$ cat src/rtl/irq_pkg.sv
package irq_pkg;
  typedef enum logic [1:0] {
    SEL_CTRL   = 2'd0,
    SEL_ENABLE = 2'd1,
    SEL_PRIO   = 2'd2,
    SEL_NONE   = 2'd3
  } regSel_t;

  localparam int CTL_HIGH_BIT = 0;
  localparam int CTL_LOW_BIT  = 1;
  localparam int CTL_MODE_BIT = 2;

  typedef struct packed {
    logic setHigh;
    logic setLow;
    logic clrHigh;
    logic clrLow;
  } gieStrobe_t;
endpackage

$ cat src/rtl/irq_regs.sv
module irq_regs
  import irq_pkg::*;
#(
  parameter int NUM_SRC = 8
) (
  input  logic               clk,
  input  logic               rstN,
  input  logic               wrEn,
  input  logic [1:0]         wrSel,
  input  logic [NUM_SRC-1:0] wrData,
  input  gieStrobe_t         strobe,
  output logic               gieHighQ,
  output logic               gieLowQ,
  output logic               modeQ,
  output logic [NUM_SRC-1:0] enQ,
  output logic [NUM_SRC-1:0] prioQ,
  output logic               gieHighN,
  output logic               gieLowN,
  output logic               modeN,
  output logic [NUM_SRC-1:0] enN,
  output logic [NUM_SRC-1:0] prioN
);
  logic wrCtl, wrEnable, wrPrio;

  assign wrCtl    = wrEn && (regSel_t'(wrSel) == SEL_CTRL);
  assign wrEnable = wrEn && (regSel_t'(wrSel) == SEL_ENABLE);
  assign wrPrio   = wrEn && (regSel_t'(wrSel) == SEL_PRIO);

  always_comb begin
    gieHighN = gieHighQ;
    gieLowN  = gieLowQ;
    modeN    = modeQ;
    if (wrCtl) begin
      gieHighN = wrData[CTL_HIGH_BIT];
      gieLowN  = wrData[CTL_LOW_BIT];
      modeN    = wrData[CTL_MODE_BIT];
    end
    if (strobe.setHigh) gieHighN = 1'b1;
    if (strobe.setLow)  gieLowN  = 1'b1;
    if (strobe.clrHigh) gieHighN = 1'b0;
    if (strobe.clrLow)  gieLowN  = 1'b0;
    enN   = wrEnable ? wrData : enQ;
    prioN = wrPrio   ? wrData : prioQ;
  end

  always_ff @(posedge clk) begin
    if (!rstN) begin
      gieHighQ <= 1'b0;
      gieLowQ  <= 1'b0;
      modeQ    <= 1'b0;
      enQ      <= '0;
      prioQ    <= '0;
    end else begin
      gieHighQ <= gieHighN;
      gieLowQ  <= gieLowN;
      modeQ    <= modeN;
      enQ      <= enN;
      prioQ    <= prioN;
    end
  end

  // the high enable only rises through a control write or a return strobe
  p_high_rise_cause_r11: assert property (@(posedge clk) disable iff (!rstN)
    $rose(gieHighQ) |-> $past(strobe.setHigh || (wrCtl && wrData[CTL_HIGH_BIT])));
  // the low enable only falls through a control write or a low acknowledge
  p_low_fall_cause_r11: assert property (@(posedge clk) disable iff (!rstN)
    $fell(gieLowQ) |-> $past(strobe.clrLow || wrCtl));
endmodule

$ cat src/rtl/irq_select.sv
module irq_select #(
  parameter int               NUM_SRC     = 8,
  parameter logic [NUM_SRC-1:0] PERIPH_MASK = 8'hF0
) (
  input  logic [NUM_SRC-1:0] flag,
  input  logic [NUM_SRC-1:0] en,
  input  logic [NUM_SRC-1:0] prio,
  input  logic               gieHigh,
  input  logic               gieLow,
  input  logic               mode,
  output logic               reqNext,
  output logic               lowNext
);
  logic [NUM_SRC-1:0] highElig, lowElig;
  logic               highAny, lowAny;

  for (genvar i = 0; i < NUM_SRC; i++) begin : g_src
    logic live;
    assign live = flag[i] && en[i];
    if (PERIPH_MASK[i]) begin : g_periph
      assign highElig[i] = live && (mode ? prio[i] : gieLow);
    end else begin : g_core
      assign highElig[i] = live && (mode ? prio[i] : 1'b1);
    end
    assign lowElig[i] = live && mode && !prio[i];
  end

  assign highAny = gieHigh && (|highElig);
  assign lowAny  = gieHigh && gieLow && (|lowElig);
  assign reqNext = highAny || lowAny;
  assign lowNext = !highAny;
endmodule

$ cat src/rtl/irq_ctrl.sv
module irq_ctrl
  import irq_pkg::*;
#(
  parameter int               VEC_W    = 16,
  parameter logic [VEC_W-1:0] VEC_HIGH = 16'h0008,
  parameter logic [VEC_W-1:0] VEC_LOW  = 16'h0018
) (
  input  logic             clk,
  input  logic             rstN,
  input  logic             irqAck,
  input  logic             irqRet,
  input  logic             reqNext,
  input  logic             lowNext,
  output gieStrobe_t       strobe,
  output logic             irqReq,
  output logic [VEC_W-1:0] irqVec
);
  logic inHigh, inLow, vecIsLow, accept;

  assign accept = irqAck && irqReq;

  always_comb begin
    strobe         = '0;
    strobe.clrHigh = accept && !vecIsLow;
    strobe.clrLow  = accept && vecIsLow;
    strobe.setHigh = irqRet && inHigh;
    strobe.setLow  = irqRet && !inHigh && inLow;
  end

  always_ff @(posedge clk) begin
    if (!rstN) begin
      irqReq   <= 1'b0;
      vecIsLow <= 1'b0;
      inHigh   <= 1'b0;
      inLow    <= 1'b0;
    end else begin
      irqReq   <= reqNext;
      vecIsLow <= reqNext && lowNext;
      if (strobe.clrHigh)      inHigh <= 1'b1;
      else if (strobe.setHigh) inHigh <= 1'b0;
      if (strobe.clrLow)       inLow  <= 1'b1;
      else if (strobe.setLow)  inLow  <= 1'b0;
    end
  end

  assign irqVec = irqReq ? (vecIsLow ? VEC_LOW : VEC_HIGH) : '0;

  // a return never sets both enables at once
  p_ret_single_r9: assert property (@(posedge clk) disable iff (!rstN)
    irqRet |-> $countones({strobe.setHigh, strobe.setLow}) <= 1);
endmodule

$ cat src/rtl/prio_irq_ctrl.sv
module prio_irq_ctrl
  import irq_pkg::*;
#(
  parameter int                 NUM_SRC     = 8,
  parameter logic [NUM_SRC-1:0] PERIPH_MASK = 8'hF0,
  parameter int                 VEC_W       = 16,
  parameter logic [VEC_W-1:0]   VEC_HIGH    = 16'h0008,
  parameter logic [VEC_W-1:0]   VEC_LOW     = 16'h0018
) (
  input  logic               clk,
  input  logic               rstN,
  input  logic [NUM_SRC-1:0] srcFlag,
  input  logic               wrEn,
  input  logic [1:0]         wrSel,
  input  logic [NUM_SRC-1:0] wrData,
  input  logic               irqAck,
  input  logic               irqRet,
  output logic               irqReq,
  output logic [VEC_W-1:0]   irqVec,
  output logic               gieHigh,
  output logic               gieLow,
  output logic               prioMode,
  output logic [NUM_SRC-1:0] srcEnable,
  output logic [NUM_SRC-1:0] srcPrio
);
  gieStrobe_t         strobe;
  logic               gieHighN, gieLowN, modeN, reqNext, lowNext;
  logic [NUM_SRC-1:0] enN, prioN;
  logic               wrCtl;

  assign wrCtl = wrEn && (wrSel == 2'd0);

  irq_regs #(.NUM_SRC(NUM_SRC)) u_regs (
    .clk(clk), .rstN(rstN), .wrEn(wrEn), .wrSel(wrSel), .wrData(wrData),
    .strobe(strobe),
    .gieHighQ(gieHigh), .gieLowQ(gieLow), .modeQ(prioMode),
    .enQ(srcEnable), .prioQ(srcPrio),
    .gieHighN(gieHighN), .gieLowN(gieLowN), .modeN(modeN),
    .enN(enN), .prioN(prioN)
  );

  irq_select #(.NUM_SRC(NUM_SRC), .PERIPH_MASK(PERIPH_MASK)) u_sel (
    .flag(srcFlag), .en(enN), .prio(prioN),
    .gieHigh(gieHighN), .gieLow(gieLowN), .mode(modeN),
    .reqNext(reqNext), .lowNext(lowNext)
  );

  irq_ctrl #(.VEC_W(VEC_W), .VEC_HIGH(VEC_HIGH), .VEC_LOW(VEC_LOW)) u_ctrl (
    .clk(clk), .rstN(rstN), .irqAck(irqAck), .irqRet(irqRet),
    .reqNext(reqNext), .lowNext(lowNext),
    .strobe(strobe), .irqReq(irqReq), .irqVec(irqVec)
  );

  // no request of either level leaves while the high enable is off
  p_req_needs_high_r5: assert property (@(posedge clk) disable iff (!rstN)
    irqReq |-> gieHigh);
  // a low vector needs two-level mode and the low enable
  p_low_vec_gate_r5: assert property (@(posedge clk) disable iff (!rstN)
    (irqReq && irqVec == VEC_LOW) |-> (gieLow && prioMode));
  // accepting a high vector clears the high enable
  p_ack_high_clears_r7: assert property (@(posedge clk) disable iff (!rstN)
    (irqAck && irqReq && irqVec == VEC_HIGH && !wrCtl) |=> !gieHigh);
  // accepting a low vector clears only the low enable
  p_ack_low_clears_r7: assert property (@(posedge clk) disable iff (!rstN)
    (irqAck && irqReq && irqVec == VEC_LOW && !wrCtl && !irqRet) |=> (!gieLow && $stable(gieHigh)));
endmodule

$ cat config.mk
export PLATFORM = sky130hd
export DESIGN_NAME = prio_irq_ctrl
export DESIGN_NICKNAME = d
export VERILOG_FILES = /design/src/rtl/irq_pkg.sv /design/src/rtl/irq_regs.sv /design/src/rtl/irq_select.sv /design/src/rtl/irq_ctrl.sv /design/src/rtl/prio_irq_ctrl.sv
export SDC_FILE = /design/constraint.sdc
export NUM_CORES = 1
export LEC_CHECK = 0
export ABC_AREA = 1
export CAP_MARGIN = 20
export CORE_UTILIZATION = 42
export CTS_BUF_LIST = sky130_fd_sc_hd__clkbuf_16
export DETAILED_ROUTE_END_ITERATION = 8
export PLACE_DENSITY = 0.8
export SLEW_MARGIN = 20
export SYNTH_ARGS = -nofsm -noshare
export SYNTH_HDL_FRONTEND = slang
export SYNTH_SLANG_ARGS = --single-unit
$ cat constraint.sdc
create_clock -name clk -period 1.5 [get_ports clk]
set_input_delay 0.3 -clock clk [delete_from_list [all_inputs] [get_ports clk]]
set_output_delay 0.3 -clock clk [all_outputs]
set_load 0.02 [all_outputs]
==> results.cfg, run 1 <==
[drt]
wl_mm = 3.30
ant_nets = 0
drc = 0
viasPerCell = 4.47
drtIter0Drc = 66
avgRoutedWirePerCell_um = 10.2
first_pass_iters = 4
via_count = 1438

[floorplan]
die_h_um = 59.6
dieWidth_um = 59.6
io-pin-count = 59
dieArea_um2 = 3550
start_util_pct = 44.9
rows = 20
core_um2 = 3100

[setup_path]
startpoint = irqRet
crit_end = u_ctrl.vecIsLow$_SDFF_PN0_
r2r-start = u_regs.modeQ$_SDFF_PN0_
ff2ff_setup_slack_ns = 0.24
worstSetupPathType = in -> reg
r2r_end = u_ctrl.irqReq$_SDFF_PN0_
critPathMaxFanout = 2
worstPathArrival_ns = 1.67
endpoint_kind = flop
reg2reg_depth = 10
worstSetupStartpointType = input pin
cp.required_ns = 1.69

[yosys]
ys_seq_area_share_pct = 33.0
yosys.area.top_type = dfxtp_1
synthCells = 215
synthDominantCellAreaShare_pct = 33.0
yosys-top-cells-area = dfxtp_1, nand2_1, inv_1
avgSynthCellArea_um2 = 6.48
ys_types = 20
synthesis.area_um2 = 1390
yosys_warnings = 0
ys_ff_latch = 23

[final_layout]
nNetsFinal = 302
final_common_cell = nand2_1
diodes = 0
syn_to_final_growth_pct = 48.9
final-seq-area_um2 = 460
drive_above_1_share_pct = 21.9
fillCellCount = 264
final_cell_mix = nand2_1, inv_1, nor2_1
fin_util_pct = 66.9
multi_input_area_um2 = 713
final_cells = 322

[min_path]
hp-start = u_ctrl.inLow$_SDFFE_PN0P_
hp-class = reg -> reg

[clock_network]
cts_setup_buffers = 0
cts_root_buffer = clkbuf_16
cts_made_buffers = 3
clkTransAtPathRegs_ns = 0.06
tritoncts = done
htreeDepth = 1
clk_latency_ns = 0.25
ctsHoldBuffers = 0
cts.sinks = 23
cts_max_path_buffers = 2

[timing]
drv_slew = 0
fmax_ghz = 0.673
rsz0062_at_grt = false
fin_crit_ns = 1.48
worst_slack_ns = 0.0151
skew_ns = 0.00219
fin_crit_sh_pct = 99.0
finalHoldViolations = 0
setup_viol = 0

[global_route]
grt_max_degree = 21
grt_pass1_vias = 1222
antenna_found_initial = 0
grt_use_total_pct = 19.3
gr-total-overflow = 0
grt_pass1_wl_mm = 5.05

[power]
peakVddDrop_mv = 0.607
finalPower_mw = 1.61
p_leak_nw = 1.23
powerDensity_nw_per_um2 = 773

[placed_design]
pre_cts_ws_ns = -0.521
port_buffers = 44
gp_congestion = 0.848
dpl.cell_count = 318
dpl.hpwl_mm = 2.46

[flow_run]
drv_cap = 0

[status]
status = completed
## cells in the mapped netlist, drive strengths merged
library cell	instances
o21ai	17
dfxtp	23
nor2	38
nand2	69
nor3b	1
buf	18
clkbuf	2
nor3	1
a21oi	3
conb	1
inv	34
nand3	8
## flip-flops by register name (all words and copies together) (netlist names)
signal,cells
u_regs.enQ,8
u_regs.prioQ,8
u_ctrl.inLow,1
u_regs.gieHighQ,1
u_regs.gieLowQ,1
u_ctrl.irqReq,1
u_regs.modeQ,1
u_ctrl.vecIsLow,1
u_ctrl.inHigh,1
## kinds of logic (layout without fill, tap and decap cells)
logic type	after synthesis	after routing	synth area share [%]
AND/OR/NAND/NOR	117	117	36.5
AO/OA/AOI/OAI	20	20	9.34
flip-flops	23	23	33.0
buffers and inverters	54	104	20.8
other	1	14	0.269
## per-stage QoR
step / setup TNS, ns / cell area [µm²] / hold slack, ns
floorplan: 0 / 1440 / 0.444
global placement: -2.76 / 1980 / 0.459
detailed placement: -3.47 / 1980 / 0.483
CTS: 0 / 2050 / 0.489
global route: 0 / 2080 / 0.529
finish: 0 / 2080 / 0.472
## how the worst min path moves through the flow
stage                                       to  cells after the start
floorplan            u_ctrl.inLow$_SDFFE_PN0P_                      2
global placement     u_ctrl.inLow$_SDFFE_PN0P_                      2
detailed placement   u_ctrl.inLow$_SDFFE_PN0P_                      2
CTS                  u_ctrl.inLow$_SDFFE_PN0P_                      2
global route        u_ctrl.inHigh$_SDFFE_PN0P_                      2
finish               u_ctrl.inLow$_SDFFE_PN0P_                      2
## worst max-delay path: stages
cell and delay, ns:
clkdlybuf4s50_1 0.49, inv_1 0.07, nor3b_2 0.15, o21ai_1 0.11, buf_4 0.15, nor3_2 0.15, nand2_1 0.12, nor2_2 0.12
## routing by layer
metal  vias to the layer above  routed length [µm]  GRT usage, %
met2                        51                1570          32.6
met5                         -                   0             0
met3                         9                 164          3.28
met1                       639                1460          23.4
met4                         0                  94          10.3
li1                        739                   -             -
## power breakdown
group | switching (mW) | internal, mW | total (mW)
registers | 0.0129 | 0.635 | 0.648
clock network | 0.213 | 0.356 | 0.569
logic | 0.213 | 0.175 | 0.389
total | 0.439 | 1.17 | 1.61
## layout make-up
cell class	instances	share of cell area (%)
multi-input cells	151	34.4
repair buffers	66	30.9
flip-flops and latches	23	22.2
inverters	34	6.15
clock buffers	3	3.62
well taps	44	2.65
clock inverters	1	0.181
## what timing repair did
item | in CTS | in global routing
setup endpoints to repair | 16 | 13
pin swaps | 1 | 0
resized for setup | 19 | 20
No activity file was read; power rests on OpenSTA's default activity.
==> run 2, diff against run 1 <==
==> constraint.sdc (replaced) <==
create_clock -name clk -period 1.5 [get_ports clk]
set_input_delay 0.375 -clock clk [delete_from_list [all_inputs] [get_ports clk]]
set_output_delay 0.375 -clock clk [all_outputs]
set_load 0.02 [all_outputs]
==> results.cfg, run 2 (synthesis gave the netlist of run 1 again) <==
[power]
power.internal_mw = 1.17
p_leak_nw = 1.13
seqPwrFrac_pct = 39.9
swShare_pct = 27.9
clock_power_share_pct = 34.6
p_comb_share_pct = 25.5
peakVddDrop_mv = 0.387
p_switching_mw = 0.454
powerDensity_nw_per_um2 = 763

[floorplan]
dieWidth_um = 59.6
start_util_pct = 44.9
rows = 20
core_um2 = 3100
dieArea_um2 = 3550
die_h_um = 59.6
io-pin-count = 59

[placed_design]
port_buffers = 44
gp_congestion = 0.848
dpl.hpwl_mm = 2.47
dpl_cell_area_um2 = 1980

[setup_path]
cp.required_ns = 1.68
cp_cell_sequence = clkdlybuf4s50_1 -> inv_1 -> nand2_2 -> nand2_2 -> nor2_2 -> nand3_1 -> nand2_1 -> nor2_1 -> nand2_1 -> nand2_2 -> nor2_2
worstSetupStartpointType = input pin
startpoint = wrData[6]
r2r-start = u_regs.modeQ$_SDFF_PN0_
crit_slowest_cell = clkdlybuf4s50_1
path_depth = 11
path_common_cell = nand2_2
endpoint_kind = flop
slowest_delay_ns = 0.46
worstPathArrival_ns = 1.64
crit_end = u_ctrl.vecIsLow$_SDFF_PN0_
critPathMaxFanout = 2
worstSetupPathType = in -> reg
ff2ff_setup_slack_ns = 0.24
r2r_end = u_ctrl.irqReq$_SDFF_PN0_
reg2reg_depth = 10
cp.buffers_inverters = 2
cp_top_family = simple AND/OR/NAND/NOR gates

[final_layout]
nNetsFinal = 304
final_area_um2 = 2130
final_common_cell = nand2_1
drive_above_1_share_pct = 28.6
reg.largest.list = u_regs.enQ: 8 flops, u_regs.prioQ: 8 flops
diodes = 0
syn_to_final_growth_pct = 52.9
final_cell_mix = nand2_1, inv_1, nor2_1

[drt]
ant_nets = 0
drc = 0
avgRoutedWirePerCell_um = 11.5
via_count = 1477
drtIter0Drc = 28
viasPerCell = 4.56
wl_mm = 3.74
first_pass_iters = 4

[clock_network]
cts_root_buffer = clkbuf_16
clkTransAtPathRegs_ns = 0.06
ctsHoldBuffers = 0
tritoncts = done
htreeDepth = 1
cts_made_buffers = 3
cts_max_path_buffers = 2
clk_latency_ns = 0.25
cts.sinks = 23

[global_route]
gr-total-overflow = 0
antenna_found_initial = 0
grt_max_degree = 21
grt_pass1_wl_mm = 5.46
grt_use_total_pct = 21.0
grt_pass1_vias = 1270

[timing]
drv_slew = 0
fin_hold_ws_ns = 0.501
fin_crit_ns = 1.46
fmax_ghz = 0.686
fin_crit_sh_pct = 97.2
setup_viol = 0
skew_ns = 0.00188
finalHoldViolations = 0

[status]
status = completed

[flow_run]
drv_cap = 0

[min_path]
hp-class = reg -> reg
[run 2: cell count changes in the layout (fill, tap and decap cells not counted), moves of 3 or more]
cell / previous run / this run
o21ai_2: 9 / 13
clkbuf_4: 0 / 3
dlygate4sd2_1: 12 / 22
nor2_2: 5 / 8
dlymetal6s2s_1: 11 / 2
inv_2: 1 / 4
nand2_1: 55 / 51
clkbuf_2: 3 / 0
inv_1: 34 / 31
nor2_1: 31 / 27
o21ai_1: 6 / 2
[run 2: cell type report]
type	instances	area (µm²)
fill	269	972
tap	44	55.1
clock buffer	3	75.1
sequential	23	460
timing repair buffer	68	636
clock inverter	1	3.75
multi-input combinational	151	773
inverter	34	128
[run 2: worst min-delay path by stage]
stage | to | startpoint | cells past startpoint | slack, ns
after global placement | u_ctrl.inLow$_SDFFE_PN0P_ | u_ctrl.inLow$_SDFFE_PN0P_ | 2 | 0.46
after CTS | u_ctrl.inLow$_SDFFE_PN0P_ | u_ctrl.inLow$_SDFFE_PN0P_ | 2 | 0.49
final | u_ctrl.inLow$_SDFFE_PN0P_ | u_ctrl.inLow$_SDFFE_PN0P_ | 2 | 0.50
after detailed placement | u_ctrl.inLow$_SDFFE_PN0P_ | u_ctrl.inLow$_SDFFE_PN0P_ | 2 | 0.48
after global routing | u_ctrl.inLow$_SDFFE_PN0P_ | u_ctrl.inLow$_SDFFE_PN0P_ | 2 | 0.51
after floorplan | u_ctrl.inLow$_SDFFE_PN0P_ | u_ctrl.inLow$_SDFFE_PN0P_ | 2 | 0.44
[run 2: metrics by stage]
| stage | power [mW] | worst slack, ns | setup TNS (ns) | util, % | cells |
|---|---|---|---|---|---|
| 3_5_place_dp | 1.06 | -0.579 | -4.96 | 63.7 | 318 |
| 2_1_floorplan | 0.896 | 0.127 | 0 | - | 228 |
| 5_1_grt | 1.70 | -0.00640 | -0.0119 | 68.7 | 324 |
| 3_3_place_gp | 1.05 | -0.540 | -4.30 | 63.7 | 318 |
| 6_report | 1.63 | 0.0417 | 0 | 68.7 | 324 |
| 4_1_cts | 1.61 | 0.00666 | 0 | 66.9 | 323 |
[run 2: what timing repair did]
action | in CTS | in global routing
gates resized for setup | 48 | 26
gates cloned | 1 | 0
setup buffers | 0 | 1
endpoints found under the setup margin | 28 | 3
pin swaps | 5 | 8
[run 2: power by group through the flow]
stage	combinational, mW	sequential, mW	clock, mW
2_1_floorplan	0.206	0.691	0
3_3_place_gp	0.389	0.662	0
3_5_place_dp	0.395	0.662	0
4_1_cts	0.393	0.648	0.570
5_1_grt	0.449	0.650	0.597
6_report	0.414	0.648	0.563
[run 2: worst min-delay path, cell delays in order (launching register included)]
cell and delay [ns]:
dfxtp_1 0.31, o21ai_0 0.08, a21oi_1 0.06
[run 2: metal layers]
layer,track usage (%),share of wire (%),vias to the layer above,routed length (µm)
met5,0,0,-,0
li1,-,-,745,-
met1,24.4,41,662,1540
met3,3.28,5.9,13,222
met2,36.8,50,57,1870
met4,11.0,2.8,0,106
==> run 3, diff against run 2 <==
--- a/config.mk
+++ b/config.mk
@@ -10,6 +10,7 @@
 export CORE_UTILIZATION = 42
 export CTS_BUF_LIST = sky130_fd_sc_hd__clkbuf_16
 export DETAILED_ROUTE_END_ITERATION = 8
+export GPL_TIMING_DRIVEN = 0
 export PLACE_DENSITY = 0.8
 export SLEW_MARGIN = 20
 export SYNTH_ARGS = -nofsm -noshare
==> results.cfg, run 3 (synthesis gave the netlist of run 1 again) <==
[setup_path]
r2r-start = u_regs.modeQ$_SDFF_PN0_
r2r_end = u_ctrl.irqReq$_SDFF_PN0_
crit_slowest_cell = dfxtp_1
startpoint = u_ctrl.irqReq$_SDFF_PN0_
endpoint_kind = output port
worstPathArrival_ns = 1.06
slowest_delay_ns = 0.36
critPathMaxFanout = 4
reg2reg_depth = 10
ff2ff_setup_slack_ns = 0.24
cp_cell_sequence = nand2_1 -> inv_1 -> dlygate4sd2_1
cp_top_family = buffers and inverters
worstSetupPathType = reg -> out
cp.required_ns = 1.12
cp.buffers_inverters = 2
worstSetupStartpointType = flop

[final_layout]
final-seq-area_um2 = 460
multi_input_area_um2 = 738
fillCellCount = 293
diodes = 0
final_cell_mix = nand2_1, inv_1, nor2_1
nNetsFinal = 301
syn_to_final_growth_pct = 47.0
final_common_cell = nand2_1
final_cells = 321
fin_util_pct = 66.0
reg.largest.list = u_regs.enQ: 8 flops, u_regs.prioQ: 8 flops
final_area_um2 = 2050
drive_above_1_share_pct = 24.5

[placed_design]
gp_congestion = 0.815
dpl.cell_count = 316
port_buffers = 44
pre_cts_ws_ns = -0.640
dpl_cell_area_um2 = 1940
dpl.hpwl_mm = 2.42

[global_route]
grt_pass1_vias = 1115
grt_pass1_wl_mm = 4.71
grt_use_total_pct = 18.3
grt_max_degree = 13
antenna_found_initial = 0
gr-total-overflow = 0

[drt]
viasPerCell = 4.28
avgRoutedWirePerCell_um = 9.92
first_pass_iters = 4
wl_mm = 3.18
drc = 0
via_count = 1374
drtIter0Drc = 34
ant_nets = 0

[timing]
fin_crit_ns = 1.44
setup_viol = 0
fmax_ghz = 0.697
worst_slack_ns = 0.0645
skew_ns = 0.00231
drv_slew = 0
fin_crit_sh_pct = 95.7
finalHoldViolations = 0
setup-tns-final_ns = 0
fin_hold_ws_ns = 0.479

[status]
status = completed

[clock_network]
tritoncts = done
cts.sinks = 23
cts_root_buffer = clkbuf_16
htreeDepth = 1
clkTransAtPathRegs_ns = 0.06
ctsHoldBuffers = 0
cts_setup_buffers = 0
clk_latency_ns = 0.26
cts_made_buffers = 3
cts_max_path_buffers = 2

[floorplan]
dieArea_um2 = 3550
core_um2 = 3100
rows = 20
dieWidth_um = 59.6
start_util_pct = 44.9
io-pin-count = 59
die_h_um = 59.6

[power]
p_leak_nw = 1.10
peakVddDrop_mv = 0.452
powerDensity_nw_per_um2 = 779
finalPower_mw = 1.60

[min_path]
whs_path_depth = 2
hp-start = u_ctrl.inLow$_SDFFE_PN0P_
hp-class = reg -> reg
min_to = u_ctrl.inLow$_SDFFE_PN0P_

[flow_run]
drv_cap = 0
==> run 3: repair_timing <==
| item | in CTS | in global routing |
|---|---|---|
| cloned | 0 | 1 |
| pin swaps | 1 | 5 |
| endpoints found under the setup margin | 25 | 2 |
| gates resized for setup | 31 | 24 |
==> run 3: worst max path at each step <==
stage | to | cells after the start
after detailed placement | u_ctrl.irqReq$_SDFF_PN0_ | 11
after floorplan | u_ctrl.irqReq$_SDFF_PN0_ | 10
final | irqVec[4] | 3
after global placement | u_ctrl.irqReq$_SDFF_PN0_ | 11
after CTS | u_ctrl.irqReq$_SDFF_PN0_ | 12
after global routing | u_ctrl.irqReq$_SDFF_PN0_ | 11
==> run 3: worst min-delay path: stages (launching register included) <==
cell and delay, ns:
dfxtp_1 0.30, o21ai_0 0.07, a21oi_1 0.06
==> run 3: routing by layer <==
metal / up-vias / global-route usage, % / part of all wire [%]
li1: 742 / - / -
met1: 577 / 23.0 / 46
met2: 50 / 30.0 / 45
met3: 5 / 3.06 / 7.1
met4: 0 / 9.63 / 1.7
met5: - / 0 / 0
==> run 3: cell type report <==
| type | count | share of cell area [%] |
|---|---|---|
| Multi-Input combinational cell | 151 | 36.0 |
| Sequential cell | 23 | 22.5 |
| Timing Repair Buffer | 45 | 20.8 |
| Buffer | 20 | 7.94 |
| Inverter | 34 | 6.23 |
| Clock buffer | 3 | 3.66 |
| Tap cell | 44 | 2.69 |
| Clock inverter | 1 | 0.183 |
==> run 3: power by group <==
part           total (mW)  switching (mW)  internal [mW]  leakage [nW]
Sequential          0.648          0.0132          0.635         0.187
Combinational       0.378           0.215          0.163         0.867
Clock               0.570           0.214          0.356        0.0423
